[config.mk]
export PLATFORM = sky130hd
export DESIGN_NAME = wdt_regif
export DESIGN_NICKNAME = d
export VERILOG_FILES = /design/src/rtl/wdt_regif_pkg.sv /design/src/rtl/wdt_key_seq.sv /design/src/rtl/wdt_preload_bank.sv /design/src/rtl/wdt_ctrl_regs.sv /design/src/rtl/wdt_regif.sv
export SDC_FILE = /design/constraint.sdc
export NUM_CORES = 1
export LEC_CHECK = 0
export CORE_MARGIN = 2
export CORE_UTILIZATION = 60
export CTS_CLUSTER_DIAMETER = 120
export DETAILED_ROUTE_END_ITERATION = 8
export DONT_BUFFER_PORTS = 1
export PLACE_DENSITY = 0.82
export SKIP_LAST_GASP = 1
export SLEW_MARGIN = 20
export SYNTH_ARGS = -nofsm -noshare
export SYNTH_HDL_FRONTEND = slang
export SYNTH_SLANG_ARGS = --single-unit
export TNS_END_PERCENT = 30
[constraint.sdc]
create_clock -name clk -period 6.2 [get_ports clk]
set_input_delay 0.62 -clock clk [delete_from_list [all_inputs] [get_ports clk]]
set_output_delay 0.62 -clock clk [all_outputs]
set_load 0.05 [all_outputs]
[src/rtl/wdt_regif_pkg.sv]
package wdt_regif_pkg;

    localparam logic [15:0] OFS_PRE1   = 16'h0000;
    localparam logic [15:0] OFS_PRE2   = 16'h0004;
    localparam logic [15:0] OFS_STAT   = 16'h0008;
    localparam logic [15:0] OFS_RELOAD = 16'h000C;
    localparam logic [15:0] OFS_CFG    = 16'h0010;
    localparam logic [15:0] OFS_LOCK   = 16'h0014;

    localparam logic [7:0] KEY_FIRST  = 8'h80;
    localparam logic [7:0] KEY_SECOND = 8'h86;

    localparam int RL_PING      = 8;
    localparam int RL_CLR       = 9;
    localparam int RL_CLR_ALIAS = 12;
    localparam logic [31:0] RL_FLAG_WORD = 32'h0000_1200;

    typedef enum logic [1:0] {
        KEY_IDLE = 2'd0,
        KEY_HALF = 2'd1,
        KEY_OPEN = 2'd2
    } key_state_e;

    // Stage preload selects occupy the first codes so stage i maps to code i.
    typedef enum logic [2:0] {
        SEL_PRE1   = 3'd0,
        SEL_PRE2   = 3'd1,
        SEL_STAT   = 3'd2,
        SEL_RELOAD = 3'd3,
        SEL_CFG    = 3'd4,
        SEL_LOCK   = 3'd5,
        SEL_NONE   = 3'd7
    } reg_sel_e;

    typedef struct packed {
        logic       no_reboot;
        logic       fast_clk;
        logic [1:0] irq_kind;
    } cfg_t;

    typedef struct packed {
        logic free_run;
        logic enable;
        logic lock;
    } lock_t;

    function automatic reg_sel_e decode_ofs(input logic [15:0] ofs);
        case (ofs)
            OFS_PRE1:   return SEL_PRE1;
            OFS_PRE2:   return SEL_PRE2;
            OFS_STAT:   return SEL_STAT;
            OFS_RELOAD: return SEL_RELOAD;
            OFS_CFG:    return SEL_CFG;
            OFS_LOCK:   return SEL_LOCK;
            default:    return SEL_NONE;
        endcase
    endfunction

    function automatic cfg_t cfg_from_word(input logic [31:0] w);
        cfg_t c;
        c.no_reboot = w[5];
        c.fast_clk  = w[2];
        c.irq_kind  = w[1:0];
        return c;
    endfunction

    function automatic logic [31:0] cfg_to_word(input cfg_t c);
        logic [31:0] w;
        w      = '0;
        w[5]   = c.no_reboot;
        w[2]   = c.fast_clk;
        w[1:0] = c.irq_kind;
        return w;
    endfunction

    function automatic lock_t lock_from_word(input logic [31:0] w);
        lock_t l;
        l.lock     = w[0];
        l.enable   = w[1];
        l.free_run = w[2];
        return l;
    endfunction

    function automatic logic [31:0] lock_to_word(input lock_t l);
        return {29'd0, l.free_run, l.enable, l.lock};
    endfunction

endpackage

[src/rtl/wdt_key_seq.sv]
module wdt_key_seq
    import wdt_regif_pkg::*;
(
    input  logic       clk,
    input  logic       rst,
    input  logic       wr_en,
    input  logic       hit_first,
    input  logic       hit_second,
    output key_state_e state
);

    key_state_e state_q;

    always_ff @(posedge clk) begin
        if (rst) begin
            state_q <= KEY_IDLE;
        end else if (wr_en) begin
            if (hit_first)
                state_q <= KEY_HALF;
            else if (hit_second && state_q == KEY_HALF)
                state_q <= KEY_OPEN;
            else
                state_q <= KEY_IDLE;
        end
    end

    assign state = state_q;

endmodule

[src/rtl/wdt_preload_bank.sv]
module wdt_preload_bank #(
    parameter int NUM_STAGES = 2,
    parameter int PRELOAD_W  = 20
) (
    input  logic                                  clk,
    input  logic                                  rst,
    input  logic [NUM_STAGES-1:0]                 stage_wr,
    input  logic [PRELOAD_W-1:0]                  wdata,
    output logic [NUM_STAGES-1:0][PRELOAD_W-1:0]  preload
);

    localparam logic [PRELOAD_W-1:0] PRELOAD_RST = '1;

    for (genvar i = 0; i < NUM_STAGES; i++) begin : g_stage
        logic [PRELOAD_W-1:0] val_q;
        always_ff @(posedge clk) begin
            if (rst)
                val_q <= PRELOAD_RST;
            else if (stage_wr[i])
                val_q <= wdata;
        end
        assign preload[i] = val_q;
    end

endmodule

[src/rtl/wdt_ctrl_regs.sv]
module wdt_ctrl_regs
    import wdt_regif_pkg::*;
(
    input  logic  clk,
    input  logic  rst,
    input  logic  cfg_wr,
    input  cfg_t  cfg_new,
    input  logic  lock_wr,
    input  lock_t lock_new,
    output cfg_t  cfg,
    output lock_t lock_reg
);

    cfg_t  cfg_q;
    lock_t lock_q;

    always_ff @(posedge clk) begin
        if (rst)
            cfg_q <= '0;
        else if (cfg_wr)
            cfg_q <= cfg_new;
    end

    always_ff @(posedge clk) begin
        if (rst) begin
            lock_q <= '0;
        end else if (lock_wr) begin
            lock_q.lock     <= lock_new.lock;
            lock_q.free_run <= lock_new.free_run;
            if (!lock_q.lock)
                lock_q.enable <= lock_new.enable;
        end
    end

    assign cfg      = cfg_q;
    assign lock_reg = lock_q;

endmodule

[src/rtl/wdt_regif.sv]
module wdt_regif
    import wdt_regif_pkg::*;
#(
    parameter int ADDR_W     = 8,
    parameter int DATA_W     = 32,
    parameter int PRELOAD_W  = 20,
    parameter int NUM_STAGES = 2
) (
    input  logic                 clk,
    input  logic                 rst,
    input  logic                 bus_valid,
    input  logic                 bus_write,
    input  logic [ADDR_W-1:0]    bus_addr,
    input  logic [DATA_W-1:0]    bus_wdata,
    output logic [DATA_W-1:0]    bus_rdata,
    input  logic                 prev_reboot_i,
    output logic [PRELOAD_W-1:0] stage1_preload_o,
    output logic [PRELOAD_W-1:0] stage2_preload_o,
    output logic                 ping_o,
    output logic                 flag_clr_o,
    output logic                 wdt_enable_o,
    output logic                 wdt_lock_o,
    output logic                 free_run_o,
    output logic                 reboot_en_o,
    output logic                 fast_clk_o,
    output logic [1:0]           irq_kind_o
);

    localparam logic [DATA_W-1:0] KEY1_WORD = DATA_W'(KEY_FIRST);
    localparam logic [DATA_W-1:0] KEY2_WORD = DATA_W'(KEY_SECOND);

    logic       wr_en;
    logic       rd_en;
    reg_sel_e   sel;
    logic       hit_first;
    logic       hit_second;
    key_state_e key_state;
    logic       prot_wr;
    logic [31:0] wword;

    assign wr_en      = bus_valid & bus_write;
    assign rd_en      = bus_valid & ~bus_write;
    assign sel        = decode_ofs(16'(bus_addr));
    assign hit_first  = (sel == SEL_RELOAD) && (bus_wdata == KEY1_WORD);
    assign hit_second = (sel == SEL_RELOAD) && (bus_wdata == KEY2_WORD);
    assign wword      = 32'(bus_wdata);

    wdt_key_seq u_key (
        .clk        (clk),
        .rst        (rst),
        .wr_en      (wr_en),
        .hit_first  (hit_first),
        .hit_second (hit_second),
        .state      (key_state)
    );

    assign prot_wr = wr_en && (key_state == KEY_OPEN);

    // Preload bank: stage i is written through select code i.
    logic [NUM_STAGES-1:0]                stage_wr;
    logic [NUM_STAGES-1:0][PRELOAD_W-1:0] preload;

    for (genvar i = 0; i < NUM_STAGES; i++) begin : g_wsel
        assign stage_wr[i] = prot_wr && (sel == reg_sel_e'(i));
    end

    wdt_preload_bank #(
        .NUM_STAGES (NUM_STAGES),
        .PRELOAD_W  (PRELOAD_W)
    ) u_bank (
        .clk      (clk),
        .rst      (rst),
        .stage_wr (stage_wr),
        .wdata    (bus_wdata[PRELOAD_W-1:0]),
        .preload  (preload)
    );

    assign stage1_preload_o = preload[0];
    assign stage2_preload_o = preload[1];

    // Reload strobes
    logic reload_ok;
    logic ping_q;
    logic clr_q;

    assign reload_ok = prot_wr && (sel == SEL_RELOAD);

    always_ff @(posedge clk) begin
        if (rst) begin
            ping_q <= 1'b0;
            clr_q  <= 1'b0;
        end else begin
            ping_q <= reload_ok && wword[RL_PING];
            clr_q  <= reload_ok && (wword[RL_CLR] || wword[RL_CLR_ALIAS]);
        end
    end

    assign ping_o     = ping_q;
    assign flag_clr_o = clr_q;

    // Configuration and lock
    cfg_t  cfg;
    lock_t lock_reg;

    wdt_ctrl_regs u_ctrl (
        .clk      (clk),
        .rst      (rst),
        .cfg_wr   (wr_en && (sel == SEL_CFG)),
        .cfg_new  (cfg_from_word(wword)),
        .lock_wr  (wr_en && (sel == SEL_LOCK)),
        .lock_new (lock_from_word(wword)),
        .cfg      (cfg),
        .lock_reg (lock_reg)
    );

    assign wdt_enable_o = lock_reg.enable;
    assign wdt_lock_o   = lock_reg.lock;
    assign free_run_o   = lock_reg.free_run;
    assign reboot_en_o  = ~cfg.no_reboot;
    assign fast_clk_o   = cfg.fast_clk;
    assign irq_kind_o   = cfg.irq_kind;

    // Read multiplexer
    always_comb begin
        bus_rdata = '0;
        if (rd_en) begin
            case (sel)
                SEL_PRE1:   bus_rdata = DATA_W'(preload[0]);
                SEL_PRE2:   bus_rdata = DATA_W'(preload[1]);
                SEL_RELOAD: bus_rdata = prev_reboot_i ? DATA_W'(RL_FLAG_WORD) : '0;
                SEL_CFG:    bus_rdata = DATA_W'(cfg_to_word(cfg));
                SEL_LOCK:   bus_rdata = DATA_W'(lock_to_word(lock_reg));
                default:    bus_rdata = '0;
            endcase
        end
    end

endmodule

# Yosys cells after proc, flatten, opt, wreduce, memory -nomap -nowiden
# Cells that the tools add are included.
dict set report totals {
  register_bits 51
  input_bits 45
  output_inout_bits 81
  elab_cells 50
}
dict set report classes {
  eq_ne 13
  muxes 6
  n_bitwise 5
  reduce_logical 15
}
# cell count
set ops {}
lappend ops {{20-bit one-hot mux with 5 select lines} 1}
lappend ops {{32-bit by 8-bit equality test with 1-bit output (second input constant)} 2}
lappend ops {{20-bit two-way mux} 1}
lappend ops {{3-bit one-hot mux with 6 select lines} 1}
lappend ops {{8-bit by 4-bit equality test with 1-bit output (second input constant)} 2}
lappend ops {{8-bit by 5-bit equality test with 1-bit output (second input constant)} 2}
lappend ops {{13-bit two-way mux} 1}
lappend ops {{1-bit logical AND} 11}
lappend ops {{8-bit by 3-bit equality test with 1-bit output (second input constant)} 1}
lappend ops {{8-bit zero test} 1}
lappend ops {{3-bit equality test (second input constant)} 2}
lappend ops {{2-bit two-way mux} 2}
lappend ops {{3-bit by 1-bit equality test with 1-bit output (second input constant)} 1}
lappend ops {{3-bit by 2-bit equality test with 1-bit output (second input constant)} 1}
lappend ops {{3-bit zero test} 1}
lappend ops {{1-bit NOT} 3}
lappend ops {{1-bit AND} 2}
lappend ops {{2-bit by 1-bit equality test with 1-bit output (second input constant)} 1}
lappend ops {{2-bit equality test (second input constant)} 1}
lappend ops {{2-bit AND reduction} 1}
lappend ops {{1-bit logical OR} 1}

# Logic depth before layout (Yosys ltp)
# Gate-level depths: netlist of the first run.
dict set report depth {
  ltp_word 7
  mapped_depth 6
  depth_no_buf 4
}

# Modules after synthesis
# A second synthesis of the first run with hierarchy kept.
dict set report hier_totals {
  hier_cells 266
  area_unflattened_um2 2667.6
}
# mod instances cells_per_inst area_per_inst_um2 seq_area_each_um2
set by_module_without_submodules {}
lappend by_module_without_submodules {wdt_preload_bank 1 132 1498.9 800.8}
lappend by_module_without_submodules {wdt_regif 1 102 822.0 40.0}
lappend by_module_without_submodules {wdt_ctrl_regs 1 24 262.8 140.1}
lappend by_module_without_submodules {wdt_key_seq 1 8 83.8 40.0}

# Worst setup path after synthesis of the first run
# OpenSTA, ideal clock, no wires.
dict set report synth_timing {
  kind {input-to-output}
  from {input bus_addr[1]}
  to {output bus_rdata[12]}
  arrival_time_ns 2.771
  t_required_ns 5.580
  path_slack_ns 2.809
  cell_stages 4
  path_buffers 0
  cell_sequence {or4_4 > or4b_4 > or2_2 > a21oi_1}
}
dict set report synth_via {
  elab_chain_len 5
  word_cells_on_any_way 14
  cone_classes {eq/ne (9); mux (3); reduce/logical (2)}
}
# element line_no
set synth_lines {}
lappend synth_lines {{from (decl)} wdt_regif.sv:13} ;# input logic [ADDR_W-1:0] bus_addr,
lappend synth_lines {{8-bit by 5-bit equality test with 1-bit output, or another cell as far along} wdt_regif_pkg.sv:48} ;# case (ofs)
lappend synth_lines {{3-bit one-hot mux with 6 select lines *} wdt_regif_pkg.sv:48}
lappend synth_lines {{3-bit equality test, or another cell as far along} wdt_regif.sv:127} ;# case (sel)
lappend synth_lines {{20-bit one-hot mux with 5 select lines *} wdt_regif.sv:127}
lappend synth_lines {{20-bit two-way mux *} wdt_regif.sv:126} ;# if (rd_en) begin
lappend synth_lines {{to (decl)} wdt_regif.sv:15} ;# output logic [DATA_W-1:0] bus_rdata,
# Mark *: on every way between the ends. The rest lies on a longest branch, timed or not.

# Worst setup path after layout of the first run
dict set report layout_timing {
  from {input bus_addr[1]}
  to {output bus_rdata[19]}
}
# Same word-level chain as after synthesis.

==> impl_metrics.ini, run 1 <==
[layout]
largest_reg_flops = 40
diodes = 0
areaGrowthSynthToFinish_pct = 2.25
nets = 325
drive_above_1_share_pct = 9.61

[timing]
holdWs_ns = 0.384
fmax_ghz = 0.282
rsz0062_at_grt = false
final_max_slew_viol_count = 0
worstMarginPinSlew_ns = 1.03
finClkSkew_ns = 0.00651
tns_ns = 0
hold_violations = 0
relSlewSlack_pct = 31.6
setup_viol = 0
finalCritPeriodShare_pct = 57.1
period_minus_slack_ns = 3.54

[worst_setup_path]
slowest_stage = nor2_1
crit_chain = or4_4 > nor3b_1 > nand3b_1 > nor2_1
crit_start = bus_addr[1]
critPathRequiredTime_ns = 5.58
worstSetupStartpointType = input port
end_kind = output pin
crit_fanout = 14
arrival_ns = 2.92
critical_path.top_delay_family = simple AND/OR/NAND/NOR gates
timing_worst_setup_path_type = in2out
critPathBufInv = 0
reg2reg_from = u_key.state[0]
crit_path_max_incr_delay_ns = 0.88

[cts]
post_cts_resized = 0
cts_num_sinks = 51
clk_latency_ns = 0.30
tritoncts = done
clkTransAtPathRegs_ns = 0.09
post-cts-setup-buffers = 0
cts_buffer_depth = 2
h-tree-depth = 2
numCtsBuffers = 5
ctsHoldBuffers = 0
cts-root-buf = clkbuf_8

[route]
wl_per_cell_um = 17.6
drt-total-wl_um = 5840
drcViolationCount = 0
avgViaCountPerCell = 6.21
drtPass1Iterations = 5
ant_nets = 0
drt_iter0_drc = 176
vias = 2057

[place]
routabilityCongestion = 0.779
place_hpwl_um = 4170
io_buffers = 0

[hold_path]
hp-start = rst
min_path_type = in2reg

[flow_run]
cap_violations = 0

[floorplan]
die_area_um2 = 4600
die_y_um = 67.8
coreArea_um2 = 3970
num_rows = 23
ios = 126
die_w_um = 67.8
start_util_pct = 61.6

[yosys]
synthFlopType = dfxtp_1
synth-seq-cells = 51
ys_async_sr_fraction_pct = 0
syn_area_um2 = 2440
synth_edf_count = 0
synth_cells = 294
ys_seq_area_share_pct = 41.8
yosys.cell_types.count = 34
ys.warnings.count = 0
avgSynthCellArea_um2 = 8.32

[global_routing]
gr-usage-all-layers_pct = 25.6
grt_max_degree = 74
antenna_found_initial = 0
grt_pass1_vias = 1836
grt_pass1_wl_um = 8780
overflow = 0

[power]
power_density_nw_per_um2 = 227
p_leak_nw = 0.934
peakVddDrop_mv = 0.200

[status]
status = finished clean
per-stage QoR:
stage	power, mW	cell area, um^2	std cells	utilization (%)	setup WS [ns]
after floorplan	0.380	2490	305	-	2.81
after global placement	0.367	2400	323	60.3	2.74
after detailed placement	0.367	2400	323	60.3	2.66
after CTS	0.570	2500	331	62.9	2.66
after global routing	0.585	2500	331	62.9	2.53
final	0.568	2500	331	62.9	2.66
cell usage in the layout (no fill, tap or decap), drive strengths merged, types with 6 or more instances in the layout:
cell,Yosys,routed
a21oi,43,43
clkbuf,19,7
conb,1,12
dfxtp,51,51
mux2,6,6
mux2i,22,22
nor2,49,49
nor3,40,40
nor4,9,9
synth_stat cells (all sizes together), types with 2 or more instances:
| master | number | area, um^2 |
|---|---|---|
| or4 | 2 | 22.5 |
| inv | 4 | 15.0 |
| nor2 | 49 | 184 |
| a21oi | 43 | 215 |
| dfxtp | 51 | 1020 |
| nand4b | 2 | 17.5 |
| clkbuf | 19 | 71.3 |
| nand3 | 3 | 15.0 |
| a22oi | 2 | 15.0 |
| nor4b | 2 | 17.5 |
| mux2 | 6 | 67.6 |
| mux2i | 22 | 220 |
| and2 | 2 | 12.5 |
| nand2 | 3 | 11.3 |
| buf | 15 | 109 |
| nor3 | 40 | 200 |
| nor3b | 2 | 15.0 |
| nand4 | 4 | 25.0 |
| or3b | 2 | 17.5 |
| nor4 | 9 | 56.3 |
worst register-to-register path, stage by stage, from the launching register on:
cell,delay [ns]
dfxtp_1,0.33
nand4b_1,0.29
nor4_2,0.20
buf_4,0.39
nor3_1,0.12
a21oi_1,0.13
routing by layer:
metal	global-route usage, %	share of wire, %	wire, um
met1	30.8	39	2290
met2	42.5	49	2860
met3	8.39	9.9	579
met4	10.0	1.9	110
met5	0	0	0
where the power goes:
part	switching, mW	total (mW)	internal (mW)
logic	0.0241	0.0324	0.00831
registers	0.000117	0.327	0.327
clock network	0.107	0.208	0.102
logic make-up after synthesis:
kind of cell / Yosys count / synth area share (%)
buffers and inverters: 38 / 7.98
multiplexers: 29 / 12.7
AO/OA/AOI/OAI: 48 / 10.8
flip-flops: 51 / 41.8
other: 1 / 0.153
AND/OR/NAND/NOR: 127 / 26.6
final timing paths:
path	to	slack (ns)	depth (start not counted)
worst max-delay path	bus_rdata[19]	2.66	4
worst min-delay path	u_ctrl.cfg[1]	0.38	1
worst min register to register	u_key.state[1]	0.48	1
worst max register to register	u_bank.g_stage[0].val_q[5]	4.67	5
layout make-up:
type | count | area [um^2]
timing repair buffer | 2 | 15.0
multi-input combinational | 216 | 1280
clock buffer | 7 | 96.3
sequential | 51 | 1020
fill | 369 | 1470
tap | 50 | 62.6
inverter | 4 | 15.0
clock inverter | 1 | 7.51
(Power assumes the default switching activity.)
==> run 2: changes to the inputs <==
==> constraint.sdc (replaced) <==
create_clock -name clk -period 3.3 [get_ports clk]
set_input_delay 0.33 -clock clk [delete_from_list [all_inputs] [get_ports clk]]
set_output_delay 0.33 -clock clk [all_outputs]
set_load 0.05 [all_outputs]
==> run 2 against run 1 <==
  * Register-to-register slack got worse by 2.9 ns
  * Count of clock-buffer cells in the layout unchanged
  * Sequential power increased by 88%
  * Cell count increased by 5.7%
  * Critical path depth increased by 1
  * Via count increased by 4.7%
  * Wire length increased by 2.5%
  * Utilization increased by 3.6 points
  * Power increased by 88%
  * Die area unchanged
  * Worst setup slack got worse by 2.0 ns
  * Non-clock buffer count increased by 19
==> impl_metrics.ini, run 2 (synthesized netlist as in run 1, its figures left out) <==
[power]
power_density_nw_per_um2 = 404
p_leak_nw = 1.04
report.power.total_mw = 1.07
net-switching-power_mw = 0.246
clockPowerShare_pct = 36.6
peakVddDrop_mv = 0.275
power_frac_comb_pct = 5.7
p_seq_share_pct = 57.6
intPower_mw = 0.822
netSwitchingFraction_pct = 23.0

[floorplan]
die_area_um2 = 4600
ios = 126
die_w_um = 67.8
start_util_pct = 61.6
num_rows = 23
die_y_um = 67.8
coreArea_um2 = 3970

[worst_setup_path]
timing_worst_setup_path_type = in2out
worstSetupStartpointType = input port
critPathRequiredTime_ns = 2.97
arrival_ns = 2.28
crit_fanout = 14
end_kind = output pin

[flow_run]
cap_violations = 0

[route]
avgViaCountPerCell = 6.15
drtPass1Iterations = 4
drcViolationCount = 0
ant_nets = 0
vias = 2154
drt-total-wl_um = 5990
wl_per_cell_um = 17.1
drt_iter0_drc = 117

[global_routing]
grt_pass1_wl_um = 8790
gr-usage-all-layers_pct = 25.7
antenna_found_initial = 0
grt_max_degree = 74
overflow = 0
grt_pass1_vias = 1899

[timing]
relSlewSlack_pct = 45.1
tns_ns = 0
setup_viol = 0
finClkSkew_ns = 0.00557
hold_violations = 0
worstMarginPinSlew_ns = 0.816
final_max_slew_viol_count = 0
rsz0062_at_grt = false
finalCritPeriodShare_pct = 79.0
period_minus_slack_ns = 2.61
fmax_ghz = 0.384

[place]
routabilityCongestion = 0.787
io_buffers = 0
post-place-cells = 342
place_hpwl_um = 4290

[layout]
areaGrowthSynthToFinish_pct = 8.09
drive_above_1_share_pct = 15.3
diodes = 0
final_cells = 350
nets = 344
final_cell_mix = dfxtp_1, nor2_1, a21oi_1
final_common_cell = dfxtp_1
largest_reg_flops = 40

[cts]
clk_latency_ns = 0.30
numCtsBuffers = 5
h-tree-depth = 2
post_cts_resized = 0
post-cts-setup-buffers = 0
tritoncts = done
cts_buffer_depth = 2
cts-root-buf = clkbuf_8
cts_num_sinks = 51
ctsHoldBuffers = 0
clkTransAtPathRegs_ns = 0.09

[hold_path]
min_path_type = in2reg

[status]
status = finished clean
[run 2: critical path: stages]
cell      delay (ns)
or4_4           0.56
nor3b_1         0.31
nand3b_1        0.55
nor2_1          0.28
buf_4           0.23
[run 2: power by group through the flow]
| stage | Sequential, mW | Clock [mW] | Combinational [mW] |
|---|---|---|---|
| 2_1_floorplan | 0.629 | 0 | 0.0847 |
| 3_3_place_gp | 0.630 | 0 | 0.0605 |
| 3_5_place_dp | 0.630 | 0 | 0.0610 |
| 4_1_cts | 0.615 | 0.394 | 0.0611 |
| 5_1_grt | 0.615 | 0.420 | 0.0663 |
| 6_report | 0.615 | 0.391 | 0.0613 |
[run 2: area by class of cell]
cell class	count	area [um^2]
tap	50	62.6
multi-input combinational	216	1280
sequential	51	1020
fill	342	1330
timing repair buffer	21	158
clock buffer	7	96.3
inverter	4	15.0
clock inverter	1	7.51
[run 2: layer usage]
metal | global-route usage [%] | up-vias | wire (um)
met5 | 0 | - | 0
met4 | 10.0 | 0 | 106
met3 | 8.22 | 12 | 483
met2 | 43.0 | 93 | 3000
met1 | 30.7 | 1017 | 2400
li1 | - | 1032 | -
[run 2: path summary, 6_finish.rpt]
path | startpoint | to | slack, ns | cells after the start
worst max-delay path | bus_addr[1] | bus_rdata[17] | 0.69 | 5
worst min register to register | u_key.state[1] | u_key.state[1] | 0.49 | 1
worst min-delay path | rst | u_ctrl.lock_reg[1] | 0.09 | 1
worst max register to register | u_key.state[0] | u_bank.g_stage[1].val_q[16] | 1.74 | 5
[run 2: through the flow]
step                utilization [%]  hold WS (ns)  instance area, um^2  setup WS [ns]
floorplan                         -         0.428                 2490          0.489
global placement               63.9         0.408                 2540          0.827
detailed placement             63.9         0.410                 2540          0.747
CTS                            66.5        0.0849                 2640          0.747
global route                   66.5        0.0751                 2640          0.591
finish                         66.5        0.0942                 2640          0.694
==> run 3: changes to the inputs <==
==> constraint.sdc (replaced) <==
create_clock -name clk -period 2.7 [get_ports clk]
set_input_delay 0.27 -clock clk [delete_from_list [all_inputs] [get_ports clk]]
set_output_delay 0.27 -clock clk [all_outputs]
set_load 0.05 [all_outputs]
==> run 3 against run 2 <==
  * Global-route usage shrank 0.21 points
  * Critical path type unchanged
  * Clock skew is essentially flat
  * Wire length rose by 1.5%
  * Die area did not move
  * Largest power group unchanged
  * Largest cell class unchanged
  * Critical path depth stayed put
  * Critical endpoint is now bus_rdata[12]
  * Sequential power up 22%
==> impl_metrics.ini, run 3 (synthesized netlist as in run 1, its figures left out) <==
[route]
drt-total-wl_um = 6080
drt_iter0_drc = 149
wl_per_cell_um = 17.0
drcViolationCount = 0
ant_nets = 0
avgViaCountPerCell = 6.20
vias = 2214
drtPass1Iterations = 4

[place]
place_hpwl_um = 4380
io_buffers = 0
routabilityCongestion = 0.794

[layout]
nets = 351
largest_reg_flops = 40
diodes = 0
drive_above_1_share_pct = 17.3
final_common_cell = dfxtp_1
areaGrowthSynthToFinish_pct = 9.42
final_cell_mix = dfxtp_1, nor2_1, a21oi_1
postLayoutCoreUtil_pct = 67.4

[floorplan]
die_area_um2 = 4600
ios = 126
die_w_um = 67.8
coreArea_um2 = 3970
die_y_um = 67.8
num_rows = 23
start_util_pct = 61.6

[timing]
final_max_slew_viol_count = 0
tns_ns = 0
hold_violations = 0
worstMarginPinSlew_ns = 0.850
setup_viol = 0
fmax_ghz = 0.431
relSlewSlack_pct = 42.8
finClkSkew_ns = 0.00508
rsz0062_at_grt = false
finalCritPeriodShare_pct = 85.9
period_minus_slack_ns = 2.32

[worst_setup_path]
arrival_ns = 2.05
end_kind = output pin
critPathRequiredTime_ns = 2.43
crit_fanout = 5
reg2regPathDepth = 5
timing_worst_setup_path_type = in2out
worstSetupStartpointType = input port
rrSetupSlack_ns = 1.17

[cts]
clkTransAtPathRegs_ns = 0.09
ctsHoldBuffers = 0
numCtsBuffers = 5
cts-root-buf = clkbuf_8
h-tree-depth = 2
cts_num_sinks = 51
tritoncts = done
post_cts_resized = 0
clk_latency_ns = 0.30
post-cts-setup-buffers = 0
cts_buffer_depth = 2

[hold_path]
min_path_type = in2reg
worstHoldPathCells = 1

[power]
peakVddDrop_mv = 0.316
p_leak_nw = 1.07
power_density_nw_per_um2 = 468
report.power.total_mw = 1.25

[global_routing]
grt_pass1_wl_um = 8670
grt_max_degree = 74
overflow = 0
grt_pass1_vias = 1896
antenna_found_initial = 0
gr-usage-all-layers_pct = 25.5

[flow_run]
cap_violations = 0

[status]
status = finished clean
-- run 3: cell count changes in the layout (fill, tap and decap cells not counted) --
| cell | change |
|---|---|
| clkinvlp_4 | -1 |
| clkinv_2 | +3 |
| buf_4 | +7 |
| clkbuf_8 | -2 |
-- run 3: metrics by stage --
stage          hold WS [ns]  worst slack [ns]  std cells  area [um^2]
2_1_floorplan         0.368           0.00869        305         2490
3_3_place_gp          0.347             0.400        349         2590
3_5_place_dp          0.351             0.389        349         2590
4_1_cts              0.0207             0.385        357         2680
5_1_grt              0.0130             0.340        357         2680
6_report             0.0324             0.380        357         2680
-- run 3: power by group --
| part | total (mW) | switching, mW | leakage (nW) | internal, mW |
|---|---|---|---|---|
| Combinational | 0.0754 | 0.0557 | 0.609 | 0.0197 |
| Clock | 0.425 | 0.248 | 0.0477 | 0.178 |
| Sequential | 0.752 | 0.000188 | 0.412 | 0.751 |
| Total | 1.25 | 0.303 | 1.07 | 0.949 |
-- run 3: layer usage --
layer	GRT usage (%)	routed length [um]	part of all wire [%]
met3	9.54	606	10
met2	43.8	3030	50
met4	10.0	126	2.1
met1	28.7	2320	38
met5	0	0	0
-- run 3: critical path: stages --
cell     delay (ns)
or4_4          0.56
or4b_4         0.57
or2_2          0.30
a21oi_1        0.13
buf_4          0.21
-- run 3: final cells by class --
| type | count | area [um^2] |
|---|---|---|
| fillers | 347 | 1300 |
| inverters | 4 | 15.0 |
| repair buffers | 28 | 210 |
| clock inverters | 3 | 15.0 |
| well taps | 50 | 62.6 |
| clock buffers | 5 | 68.8 |
| flip-flops and latches | 51 | 1020 |
| multi-input cells | 216 | 1280 |
-- run 3: worst paths after layout --
path / endpoint / start
setup / recovery: bus_rdata[12] / bus_addr[1]
hold / removal: u_ctrl.cfg[1] / rst
setup reg to reg: u_bank.g_stage[1].val_q[16] / u_key.state[0]
hold reg to reg: u_key.state[1] / u_key.state[1]
